==> src/rtl/bthr_pkg.sv <==
package bthr_pkg;

  typedef enum logic [2:0] {
    ST_IDLE,
    ST_COLLECT,
    ST_PREP,
    ST_BIN,
    ST_WALK
  } bthr_state_e;

endpackage

==> src/rtl/bthr_store.sv <==
module bthr_store #(
  parameter int MAG_W = 8,
  parameter int DEPTH = 64,
  parameter int IDX_W = $clog2(DEPTH),
  parameter int CNT_W = $clog2(DEPTH + 1)
) (
  input  logic             clk,
  input  logic             rst_n,
  input  logic             clr,
  input  logic             wr_en,
  input  logic [MAG_W-1:0] wr_data,
  input  logic [IDX_W-1:0] rd_idx,
  output logic [MAG_W-1:0] rd_data,
  output logic [CNT_W-1:0] count,
  output logic [MAG_W-1:0] mag_min,
  output logic [MAG_W-1:0] mag_max
);

  logic [MAG_W-1:0] mem [DEPTH];

  always_ff @(posedge clk) begin
    if (wr_en) mem[count[IDX_W-1:0]] <= wr_data;
  end

  assign rd_data = mem[rd_idx];

  always_ff @(posedge clk) begin
    if (!rst_n) begin
      count   <= '0;
      mag_min <= '1;
      mag_max <= '0;
    end else if (clr) begin
      count   <= '0;
      mag_min <= '1;
      mag_max <= '0;
    end else if (wr_en) begin
      count <= count + CNT_W'(1);
      if (wr_data < mag_min) mag_min <= wr_data;
      if (wr_data > mag_max) mag_max <= wr_data;
    end
  end

  // no write is ever issued once the store holds DEPTH entries
  p_store_cap_r8: assert property (@(posedge clk) disable iff (!rst_n)
    wr_en |-> (count < CNT_W'(DEPTH)));

endmodule

==> src/rtl/bthr_hist.sv <==
module bthr_hist #(
  parameter int MAG_W  = 8,
  parameter int DEPTH  = 64,
  parameter int LEVELS = 8,
  parameter int LVL_W  = $clog2(LEVELS),
  parameter int CNT_W  = $clog2(DEPTH + 1)
) (
  input  logic             clk,
  input  logic             rst_n,
  input  logic             clr,
  input  logic             prep,
  input  logic [MAG_W-1:0] mag_min,
  input  logic [MAG_W-1:0] mag_max,
  input  logic             bin_en,
  input  logic [MAG_W-1:0] bin_mag,
  input  logic [LVL_W-1:0] lvl_sel,
  output logic [CNT_W-1:0] lvl_count,
  output logic [MAG_W-1:0] lvl_base
);

  localparam int PROD_W = MAG_W + LVL_W;
  localparam int SUM_W  = CNT_W + LVL_W;

  logic [MAG_W-1:0] base_d [LEVELS];
  logic [MAG_W-1:0] base_q [LEVELS];
  logic [CNT_W-1:0] hist_q [LEVELS];
  logic [LVL_W-1:0] bin_lvl;
  logic [SUM_W-1:0] hist_sum;

  for (genvar k = 0; k < LEVELS; k++) begin : g_edge
    logic [PROD_W-1:0] scaled;
    assign scaled    = PROD_W'(k) * PROD_W'(mag_max - mag_min);
    assign base_d[k] = mag_min + MAG_W'(scaled >> LVL_W);
  end

  always_ff @(posedge clk) begin
    if (!rst_n) begin
      for (int k = 0; k < LEVELS; k++) base_q[k] <= '0;
    end else if (prep) begin
      for (int k = 0; k < LEVELS; k++) base_q[k] <= base_d[k];
    end
  end

  always_comb begin
    bin_lvl = '0;
    for (int k = 1; k < LEVELS; k++) begin
      if (bin_mag >= base_q[k]) bin_lvl = LVL_W'(k);
    end
  end

  always_ff @(posedge clk) begin
    if (!rst_n || clr) begin
      for (int k = 0; k < LEVELS; k++) hist_q[k] <= '0;
    end else if (bin_en) begin
      hist_q[bin_lvl] <= hist_q[bin_lvl] + CNT_W'(1);
    end
  end

  assign lvl_count = hist_q[lvl_sel];
  assign lvl_base  = base_q[lvl_sel];

  always_comb begin
    hist_sum = '0;
    for (int k = 0; k < LEVELS; k++) hist_sum = hist_sum + SUM_W'(hist_q[k]);
  end

  // binning never files more pixels than a block can hold
  p_hist_total_r4: assert property (@(posedge clk) disable iff (!rst_n)
    bin_en |-> (hist_sum < SUM_W'(DEPTH)));

  // a cleared histogram is empty on the following cycle
  p_hist_clear_r9: assert property (@(posedge clk) disable iff (!rst_n)
    clr |=> (hist_sum == '0));

endmodule

==> src/rtl/bthr_select.sv <==
module bthr_select #(
  parameter int MAG_W  = 8,
  parameter int P1_W   = 8,
  parameter int LEVELS = 8,
  parameter int LVL_W  = $clog2(LEVELS),
  parameter int CNT_W  = 7
) (
  input  logic             clk,
  input  logic             rst_n,
  input  logic             go,
  input  logic [P1_W-1:0]  p1,
  input  logic [CNT_W-1:0] npix,
  input  logic [MAG_W-1:0] mag_max,
  input  logic [CNT_W-1:0] lvl_count,
  input  logic [MAG_W-1:0] lvl_base,
  output logic [LVL_W-1:0] lvl_sel,
  output logic             found,
  output logic [MAG_W:0]   thh
);

  localparam int PW = P1_W + CNT_W;

  logic             active_q, spec_q, found_q;
  logic [LVL_W-1:0] lvl_q;
  logic [CNT_W-1:0] cum_q, tgt_q, cum_nxt;
  logic [MAG_W-1:0] max_q;
  logic [MAG_W:0]   thh_q;
  logic [PW-1:0]    tgt_full;

  assign tgt_full = (PW'(p1) * PW'(npix) + PW'((1 << P1_W) - 1)) >> P1_W;
  assign cum_nxt  = cum_q + lvl_count;

  always_ff @(posedge clk) begin
    if (!rst_n) begin
      active_q <= 1'b0;
      spec_q   <= 1'b0;
      found_q  <= 1'b0;
      lvl_q    <= '0;
      cum_q    <= '0;
      tgt_q    <= '0;
      max_q    <= '0;
      thh_q    <= '0;
    end else begin
      found_q <= 1'b0;
      if (go) begin
        active_q <= 1'b1;
        spec_q   <= (p1 == '0) || (mag_max == '0);
        max_q    <= mag_max;
        tgt_q    <= CNT_W'(tgt_full);
        cum_q    <= '0;
        lvl_q    <= LVL_W'(LEVELS - 1);
      end else if (active_q) begin
        if (spec_q) begin
          found_q  <= 1'b1;
          thh_q    <= {1'b0, max_q} + (MAG_W+1)'(1);
          active_q <= 1'b0;
        end else if ((cum_nxt >= tgt_q) || (lvl_q == '0)) begin
          found_q  <= 1'b1;
          thh_q    <= {1'b0, lvl_base};
          active_q <= 1'b0;
        end else begin
          cum_q <= cum_nxt;
          lvl_q <= lvl_q - LVL_W'(1);
        end
      end
    end
  end

  assign lvl_sel = lvl_q;
  assign found   = found_q;
  assign thh     = thh_q;

  // the bottom level always completes the target count
  p_walk_floor_r4: assert property (@(posedge clk) disable iff (!rst_n)
    (active_q && !spec_q && !go && (lvl_q == '0)) |-> (cum_nxt >= tgt_q));

  // a chosen threshold never exceeds the block maximum plus one
  p_thh_cap_r6: assert property (@(posedge clk) disable iff (!rst_n)
    found_q |-> (thh_q <= ({1'b0, max_q} + (MAG_W+1)'(1))));

endmodule

==> src/rtl/blk_thresh_calc.sv <==
module blk_thresh_calc
  import bthr_pkg::*;
#(
  parameter int MAG_W   = 8,
  parameter int P1_W    = 8,
  parameter int DEPTH   = 64,
  parameter int LEVELS  = 8,
  parameter int LOW_NUM = 102,
  parameter int LOW_SH  = 8
) (
  input  logic             clk,
  input  logic             rst_n,
  input  logic             blk_start,
  input  logic [P1_W-1:0]  p1_frac,
  input  logic             mag_valid,
  output logic             mag_ready,
  input  logic [MAG_W-1:0] mag_data,
  input  logic             mag_last,
  output logic [MAG_W:0]   thr_high,
  output logic [MAG_W:0]   thr_low,
  output logic             done
);

  localparam int IDX_W = $clog2(DEPTH);
  localparam int CNT_W = $clog2(DEPTH + 1);
  localparam int LVL_W = $clog2(LEVELS);
  localparam int TH_W  = MAG_W + 1;
  localparam int LOW_W = $clog2(LOW_NUM + 1);
  localparam int PRD_W = TH_W + LOW_W;

  bthr_state_e      state_q;
  logic [IDX_W-1:0] rd_idx_q;
  logic [MAG_W-1:0] rd_data, mag_min, mag_max, lvl_base;
  logic [CNT_W-1:0] count, lvl_count;
  logic [LVL_W-1:0] lvl_sel;
  logic [TH_W-1:0]  thh;
  logic [PRD_W-1:0] low_prod;
  logic             clr, beat, end_beat, bin_last, go, found;

  assign mag_ready = (state_q == ST_COLLECT);
  assign clr       = blk_start && (state_q == ST_IDLE);
  assign beat      = mag_valid && mag_ready;
  assign end_beat  = beat && (mag_last || (count == CNT_W'(DEPTH - 1)));
  assign bin_last  = (state_q == ST_BIN) && (CNT_W'(rd_idx_q) == count - CNT_W'(1));
  assign go        = bin_last;
  assign low_prod  = PRD_W'(thh) * PRD_W'(LOW_NUM);

  bthr_store #(
    .MAG_W(MAG_W), .DEPTH(DEPTH), .IDX_W(IDX_W), .CNT_W(CNT_W)
  ) u_store (
    .clk(clk), .rst_n(rst_n), .clr(clr), .wr_en(beat), .wr_data(mag_data),
    .rd_idx(rd_idx_q), .rd_data(rd_data), .count(count),
    .mag_min(mag_min), .mag_max(mag_max)
  );

  bthr_hist #(
    .MAG_W(MAG_W), .DEPTH(DEPTH), .LEVELS(LEVELS), .LVL_W(LVL_W), .CNT_W(CNT_W)
  ) u_hist (
    .clk(clk), .rst_n(rst_n), .clr(clr), .prep(state_q == ST_PREP),
    .mag_min(mag_min), .mag_max(mag_max), .bin_en(state_q == ST_BIN),
    .bin_mag(rd_data), .lvl_sel(lvl_sel), .lvl_count(lvl_count),
    .lvl_base(lvl_base)
  );

  bthr_select #(
    .MAG_W(MAG_W), .P1_W(P1_W), .LEVELS(LEVELS), .LVL_W(LVL_W), .CNT_W(CNT_W)
  ) u_select (
    .clk(clk), .rst_n(rst_n), .go(go), .p1(p1_frac), .npix(count),
    .mag_max(mag_max), .lvl_count(lvl_count), .lvl_base(lvl_base),
    .lvl_sel(lvl_sel), .found(found), .thh(thh)
  );

  always_ff @(posedge clk) begin
    if (!rst_n) begin
      state_q  <= ST_IDLE;
      rd_idx_q <= '0;
      thr_high <= '0;
      thr_low  <= '0;
      done     <= 1'b0;
    end else begin
      done <= 1'b0;
      unique case (state_q)
        ST_IDLE:    if (clr) state_q <= ST_COLLECT;
        ST_COLLECT: if (end_beat) state_q <= ST_PREP;
        ST_PREP: begin
          rd_idx_q <= '0;
          state_q  <= ST_BIN;
        end
        ST_BIN: begin
          rd_idx_q <= rd_idx_q + IDX_W'(1);
          if (bin_last) state_q <= ST_WALK;
        end
        ST_WALK: if (found) begin
          thr_high <= thh;
          thr_low  <= TH_W'(low_prod >> LOW_SH);
          done     <= 1'b1;
          state_q  <= ST_IDLE;
        end
        default: state_q <= ST_IDLE;
      endcase
    end
  end

  // done lasts a single cycle
  p_done_pulse_r3: assert property (@(posedge clk) disable iff (!rst_n)
    done |=> !done);

  // ready falls right after the final beat
  p_ready_drop_r2: assert property (@(posedge clk) disable iff (!rst_n)
    (beat && mag_last) |=> !mag_ready);

  // the published pair keeps the low/high ratio
  p_low_ratio_r5: assert property (@(posedge clk) disable iff (!rst_n)
    done |-> (thr_low == TH_W'((PRD_W'(thr_high) * PRD_W'(LOW_NUM)) >> LOW_SH)));

  // results only move together with done
  p_hold_r10: assert property (@(posedge clk) disable iff (!rst_n)
    !done |-> ($stable(thr_high) && $stable(thr_low)));

endmodule

==> config.mk <==
export PLATFORM = sky130hd
export DESIGN_NAME = blk_thresh_calc
export DESIGN_NICKNAME = d
export VERILOG_FILES = /design/src/rtl/bthr_pkg.sv /design/src/rtl/bthr_store.sv /design/src/rtl/bthr_hist.sv /design/src/rtl/bthr_select.sv /design/src/rtl/blk_thresh_calc.sv
export SDC_FILE = /design/constraint.sdc
export NUM_CORES = 1
export LEC_CHECK = 0
export BUFFER_PORTS_ARGS = -buffer_cell sky130_fd_sc_hd__buf_4
export CORE_UTILIZATION = 56
export DETAILED_ROUTE_END_ITERATION = 10
export HOLD_SLACK_MARGIN = 0.08
export PLACE_DENSITY_LB_ADDON = 0.15
export SLEW_MARGIN = 20
export SYNTH_ARGS = -nofsm -noshare
export SYNTH_HDL_FRONTEND = slang
export SYNTH_HIERARCHICAL = 1
export SYNTH_SLANG_ARGS = --single-unit
==> constraint.sdc <==
create_clock -name clk -period 8.28 [get_ports clk]
set_input_delay 1.242 -clock clk [delete_from_list [all_inputs] [get_ports clk]]
set_output_delay 1.242 -clock clk [all_outputs]
set_load 0.005 [all_outputs]
* Word-level counts from Yosys, hierarchy flattened
Memories as Yosys holds them, arrays and structs flattened. A register that Yosys moved wholly into a read port is not among the register bits.
Index checks and enable logic that the tools add are counted.
** Word-level totals
- Register bits :: 87
- Latch bits :: 0
- Bits in writable memories :: 632
- ROM bits :: 0
- Output and inout port bits :: 20
- Memories :: 3
** Memory list
- u_store.mem :: words 64, width 8, read ports 1, clocked after Yosys merged registers in 1, wr ports 1, line bthr_store.sv:19 : logic [MAG_W-1:0] mem [DEPTH];
- u_hist.base_q :: words 8, width 8, read ports 8, clocked after Yosys merged registers in 1, wr ports 8, line bthr_hist.sv:25 : logic [MAG_W-1:0] base_q [LEVELS];
- u_hist.hist_q :: words 8, width 7, read ports 2, clocked after Yosys merged registers in 1, wr ports 8, line bthr_hist.sv:26 : logic [CNT_W-1:0] hist_q [LEVELS];
** Operators by class
- Add/subtract/negate cells :: 16
- Multiply operators :: 6
- Divide/modulo/power cells :: 0
- Magnitude comparators :: 10
- Eq/ne operators :: 12
- Shifts and indexed selects :: 0
- Mux-type cells :: 54
- Bitwise gates (word level) :: 13
- Reduce and logical (&&, ||, !) cells :: 28
** Operator list (number)
- $mux 8 :: 8
- $add 8x8->8 :: 7
- $ge 8x8->1 :: 7
- $mux 3 :: 17
- $mul 3x11->11 const A :: 2
- $mux 1 :: 20
- $mux 9 :: 2
- $logic_not 8->1 :: 2
- $add 15x8->15 const B :: 1
- $mul 8x7->15 :: 1
- $mul 9x6->15 const B :: 1
- $pmux 3 s5 :: 1
- $add 7x1->7 const B :: 2
- $mux 6 :: 2
- $pmux 6 s2 :: 1
- $mul 2x11->10 const A :: 1
- $mul 2x11->11 const A :: 1
- $add 8x1->9 const B :: 1
- $reduce_and 3->1 :: 3
- $sub 8x8->9 :: 1
- $gt 8x8->1 :: 1
- $lt 8x8->1 :: 1
- $or 1x1->1 :: 8
- $reduce_and 2->1 :: 4
- 24 further kinds :: 44

* Depth between registers and ports, before layout
An unclocked memory read counts as a cell.
- Word-level depth :: 12
- Depth in mapped cells :: 28

* By module
Netlist, hierarchy kept.
** Modules (own cells, without submodules)
- bthr_store :: times used 1, cells each 1058, area each 21057.7 um2
- bthr_hist :: times used 1, cells each 989, area each 10372.4 um2
- bthr_select :: times used 1, cells each 448, area each 3880.0 um2
- blk_thresh_calc :: times used 1, cells each 282, area each 2324.7 um2

* Least setup slack after synthesis
Ideal clock, no wire load.
- Kind :: reg-to-reg
- Start :: reg u_store.mag_min[1]
- End :: mem u_hist.base_q[7][7], data pin
- Library setup time :: 0.255 ns
- Arrival time :: 5.275 ns
- Required time :: 8.025 ns
- Slack :: 2.750 ns
- Cell stages (with the launch flop) :: 22
- Period minus slack after synthesis :: 5.530 ns
- Cell sequence :: dfxtp_1 > inv_1 > ha_1 > nor2b_1 > o21ai_0 > nand2_1 > xnor2_1 > clkinv_1 > xnor2_1 > ha_1 > ha_1 > xor2_1 > ha_1 > a21o_1 > a21o_1 > a21o_1 > a21oi_1 > o21bai_1 > a21oi_1 > xnor2_1 > xnor2_1 > and2_1
** RTL lines
- start, declared :: line bthr_store.sv:15 : output logic [MAG_W-1:0] mag_min,
- start signal, assigned :: line bthr_store.sv:38 : if (wr_data < mag_min) mag_min <= wr_data;
- end, declared :: line bthr_hist.sv:25

==> results.sh <==
export IMPL_run_status="finished, final reports clean"
export IMPL_path_buf_inv=2
export IMPL_synth_edf_count=632
export IMPL_min_period_ns=6.89
export IMPL_syn_num_nets=3088
export IMPL_cp_startpoint="rd_idx_q[0]"
export IMPL_p_leak_nw=15.3
export IMPL_tightest_slew_ns=1.12
export IMPL_synth_compound_area_frac=0.0780
export IMPL_grtUsageTotal=0.279
export IMPL_cp_top_family="compound AO/OA/AOI/OAI gates"
export IMPL_hold_violations=0
export IMPL_die_h_um=261
export IMPL_yosysTopAreaCellShare=0.504
export IMPL_nets=3140
export IMPL_cts_htree_levels=3
export IMPL_cap_viol_max_count=0
export IMPL_dr_pass1_iters=8
export IMPL_worstSetupStartpointType="flip-flop"
export IMPL_power_density_mw_per_mm2=206
export IMPL_crit_chain="buf_12, mux4_2, o22ai_1, or4_1, o21ai_1, ha_1, o21ai_0, o21ai_0, a221oi_1, a21boi_1, o311a_1, mux2_2, ha_1, inv_1, a21oi_1, and3b_1, nor3_2"
export IMPL_drv_slew=0
export IMPL_cts_repair_resized=0
export IMPL_reg2reg_depth=17
export IMPL_ant_nets=0
export IMPL_synth_mux_area_frac=0.112
export IMPL_worst_r2r_startpoint="rd_idx_q[0]"
export IMPL_hold_class="flip-flop to flip-flop"
export IMPL_wl_per_cell_um=24.9
export IMPL_synth_xor_area_frac=0.0263
export IMPL_synthTopCellsByArea="edfxtp_1 50%, mux4_2 8.2%, ha_1 7.7%, dfxtp_1 4.6%, fa_1 3.0%"
export IMPL_cp_endpoint="u_hist/hist_q[4][6]"
export IMPL_syn_avg_cell_area_um2=13.6
export IMPL_antenna_found_initial=0
export IMPL_yosysMostFrequentCell="edfxtp_1"
export IMPL_post_dp_hpwl_um=64600
export IMPL_fin_area_mm2=0.0414
export IMPL_synth_simple_area_share=0.0900
export IMPL_period_share=0.832
export IMPL_initial_core_util=0.569
export IMPL_die_w_um=261
export IMPL_netlist_instances=2777
export IMPL_slowest_stage="dfxtp_4"
export IMPL_p_total_mw=8.52
export IMPL_gp_congestion=0.913
export IMPL_ff2ff_setup_slack_ns=1.39
export IMPL_drive_gt1_frac=0.134
export IMPL_relSlewSlack=0.250
export IMPL_die_area_mm2=0.0682
export IMPL_syn_to_final_growth_pct=9.98
export IMPL_cts_made_buffers=76
export IMPL_rsz0062_at_grt="no"
export IMPL_irDropWorstVdd_v=0.000249
export IMPL_crit_path_end_kind="flip-flop"
export IMPL_netlist_cell_type_count=100
export IMPL_synthFlopType="edfxtp_1"
export IMPL_clockBufferDepth=3
export IMPL_fin_skew_ns=0.0446
export IMPL_grt_pass1_wl_um=142000
export IMPL_seq_area_frac_synth=0.551
export IMPL_cts_sinks=719
export IMPL_critPathMaxStageDelay_ns=0.73
export IMPL_crit_type="flip-flop to flip-flop"
export IMPL_grt_max_degree=69
export IMPL_synth_area_mm2=0.0376
export IMPL_dr_total_vias=23474
export IMPL_row_count=94
export IMPL_place_port_buffers=39
export IMPL_timing_fmax_mhz=145
export IMPL_async_flop_share=0
export IMPL_wirelength_um=93300
export IMPL_grt_pass1_vias=23537
export IMPL_crit_cells=17
export IMPL_cts_root_buf="clkbuf_16"
export IMPL_synth_top_cells_by_count="632 x edfxtp_1, 245 x nor2_1, 233 x ha_1"
export IMPL_arrival_ns=7.26
export IMPL_dpl_instance_area_mm2=0.0388
export IMPL_setup_tns_ns=0
export IMPL_post_cts_buffers=0
export IMPL_grt_ovfl_total=0
export IMPL_drc=0
export IMPL_cts_hold_buffers=0
export IMPL_fp_coreArea_mm2=0.0661
export IMPL_synthAdderAreaFrac=0.108
export IMPL_holdWs_ns=0.458
export IMPL_ys_ff_latch=719
export IMPL_critPathMaxFanout=50
export IMPL_clk_latency_ns=0.66
export IMPL_ios=41
export IMPL_synth_largest_area_cell="edfxtp_1"
export IMPL_initialDrtViolationCount=2026
export IMPL_worst_r2r_endpoint="u_hist/hist_q[4][6]"
export IMPL_vias_per_cell=6.25
export IMPL_cts_tree="yes"
export IMPL_synth_top_family_by_area="multiplexers"
export IMPL_worstPathRequired_ns=8.65
export IMPL_diodes=0
export IMPL_setup_violations=0
export IMPL_synth_warning_count=6
export IMPL_clk_pin_slew_ns=0.06
==> registers in the layout, summed over array words and instances (netlist names), 6 cells and up <==
| name | cells |
|---|---|
| rd_idx_q | 6 |
| thr_high | 9 |
| thr_low | 8 |
| u_hist/base_q | 64 |
| u_hist/hist_q | 56 |
| u_select/cum_q | 7 |
| u_select/max_q | 8 |
| u_select/tgt_q | 7 |
| u_select/thh | 9 |
| u_store/count | 7 |
| u_store/mag_max | 8 |
| u_store/mag_min | 8 |
| u_store/mem | 512 |
==> cell families (layout without fill, tap and decap cells) <==
family          after synthesis  count (layout)
fa+ha+maj                   290             290
simple gates                697             697
buf+inv                     310             423
compound gates              435             435
other cells                   1               1
xor+xnor                    112             112
flops                       719             719
mux                         213             213
==> where the power goes <==
group          switching, mW  total (mW)  internal (mW)  leakage, nW
Clock                   1.45        3.51           2.05         1.25
Combinational          0.582       0.950          0.368         7.47
Sequential            0.0585        4.06           4.00         6.57
==> tightest hold or removal path, cell delays in order (launching register included) <==
cell and delay, ns:
dfxtp_1 0.31, nand2_1 0.05, a21oi_1 0.05
==> worst min-delay path by stage <==
stage	start	end	slack (ns)	cells after the start
2_1_floorplan	u_select/cum_q[2]	u_select/cum_q[2]	0.44	2
3_3_place_gp	thr_high[5]	thr_high[5]	0.45	2
3_5_place_dp	thr_high[7]	thr_high[7]	0.45	2
4_1_cts	thr_high[7]	thr_high[7]	0.46	2
5_1_grt	thr_high[8]	thr_high[8]	0.48	2
6_report	thr_high[7]	thr_high[7]	0.46	2
==> cell type report <==
cell class | instances | area, µm²
fill | 4991 | 24700
sequential | 719 | 20700
multi-input combinational | 1748 | 15600
clock buffer | 95 | 2000
tap | 864 | 1080
inverter | 215 | 807
clock inverter | 44 | 602
timing repair buffer | 69 | 543
==> layer usage <==
metal / vias up / track usage / part of all wire
li1: 10552 / - / -
met1: 11929 / 0.381 / 0.42
met2: 820 / 0.465 / 0.49
met3: 173 / 0.0372 / 0.057
met4: 0 / 0.0888 / 0.029
met5: - / 0 / 0
==> layout by cell type, fill, tap and decap left out, types with 62 or more instances in the layout <==
master / count
a21oi_1: 116
buf_4: 67
clkbuf_16: 76
dfxtp_1: 83
edfxtp_1: 632
ha_1: 233
inv_1: 209
mux4_2: 137
nand2_1: 155
nor2_1: 245
o22ai_1: 62
xnor2_1: 83
==> stage by stage <==
step           worst slack, ns  utilization  instances
2_1_floorplan             2.75            -       2777
3_3_place_gp              1.56        0.587       3615
3_5_place_dp              1.44        0.587       3615
4_1_cts                   1.41        0.626       3754
5_1_grt                   1.01        0.626       3754
6_report                  1.39        0.626       3754
No activity file was read; power rests on OpenSTA's default activity.
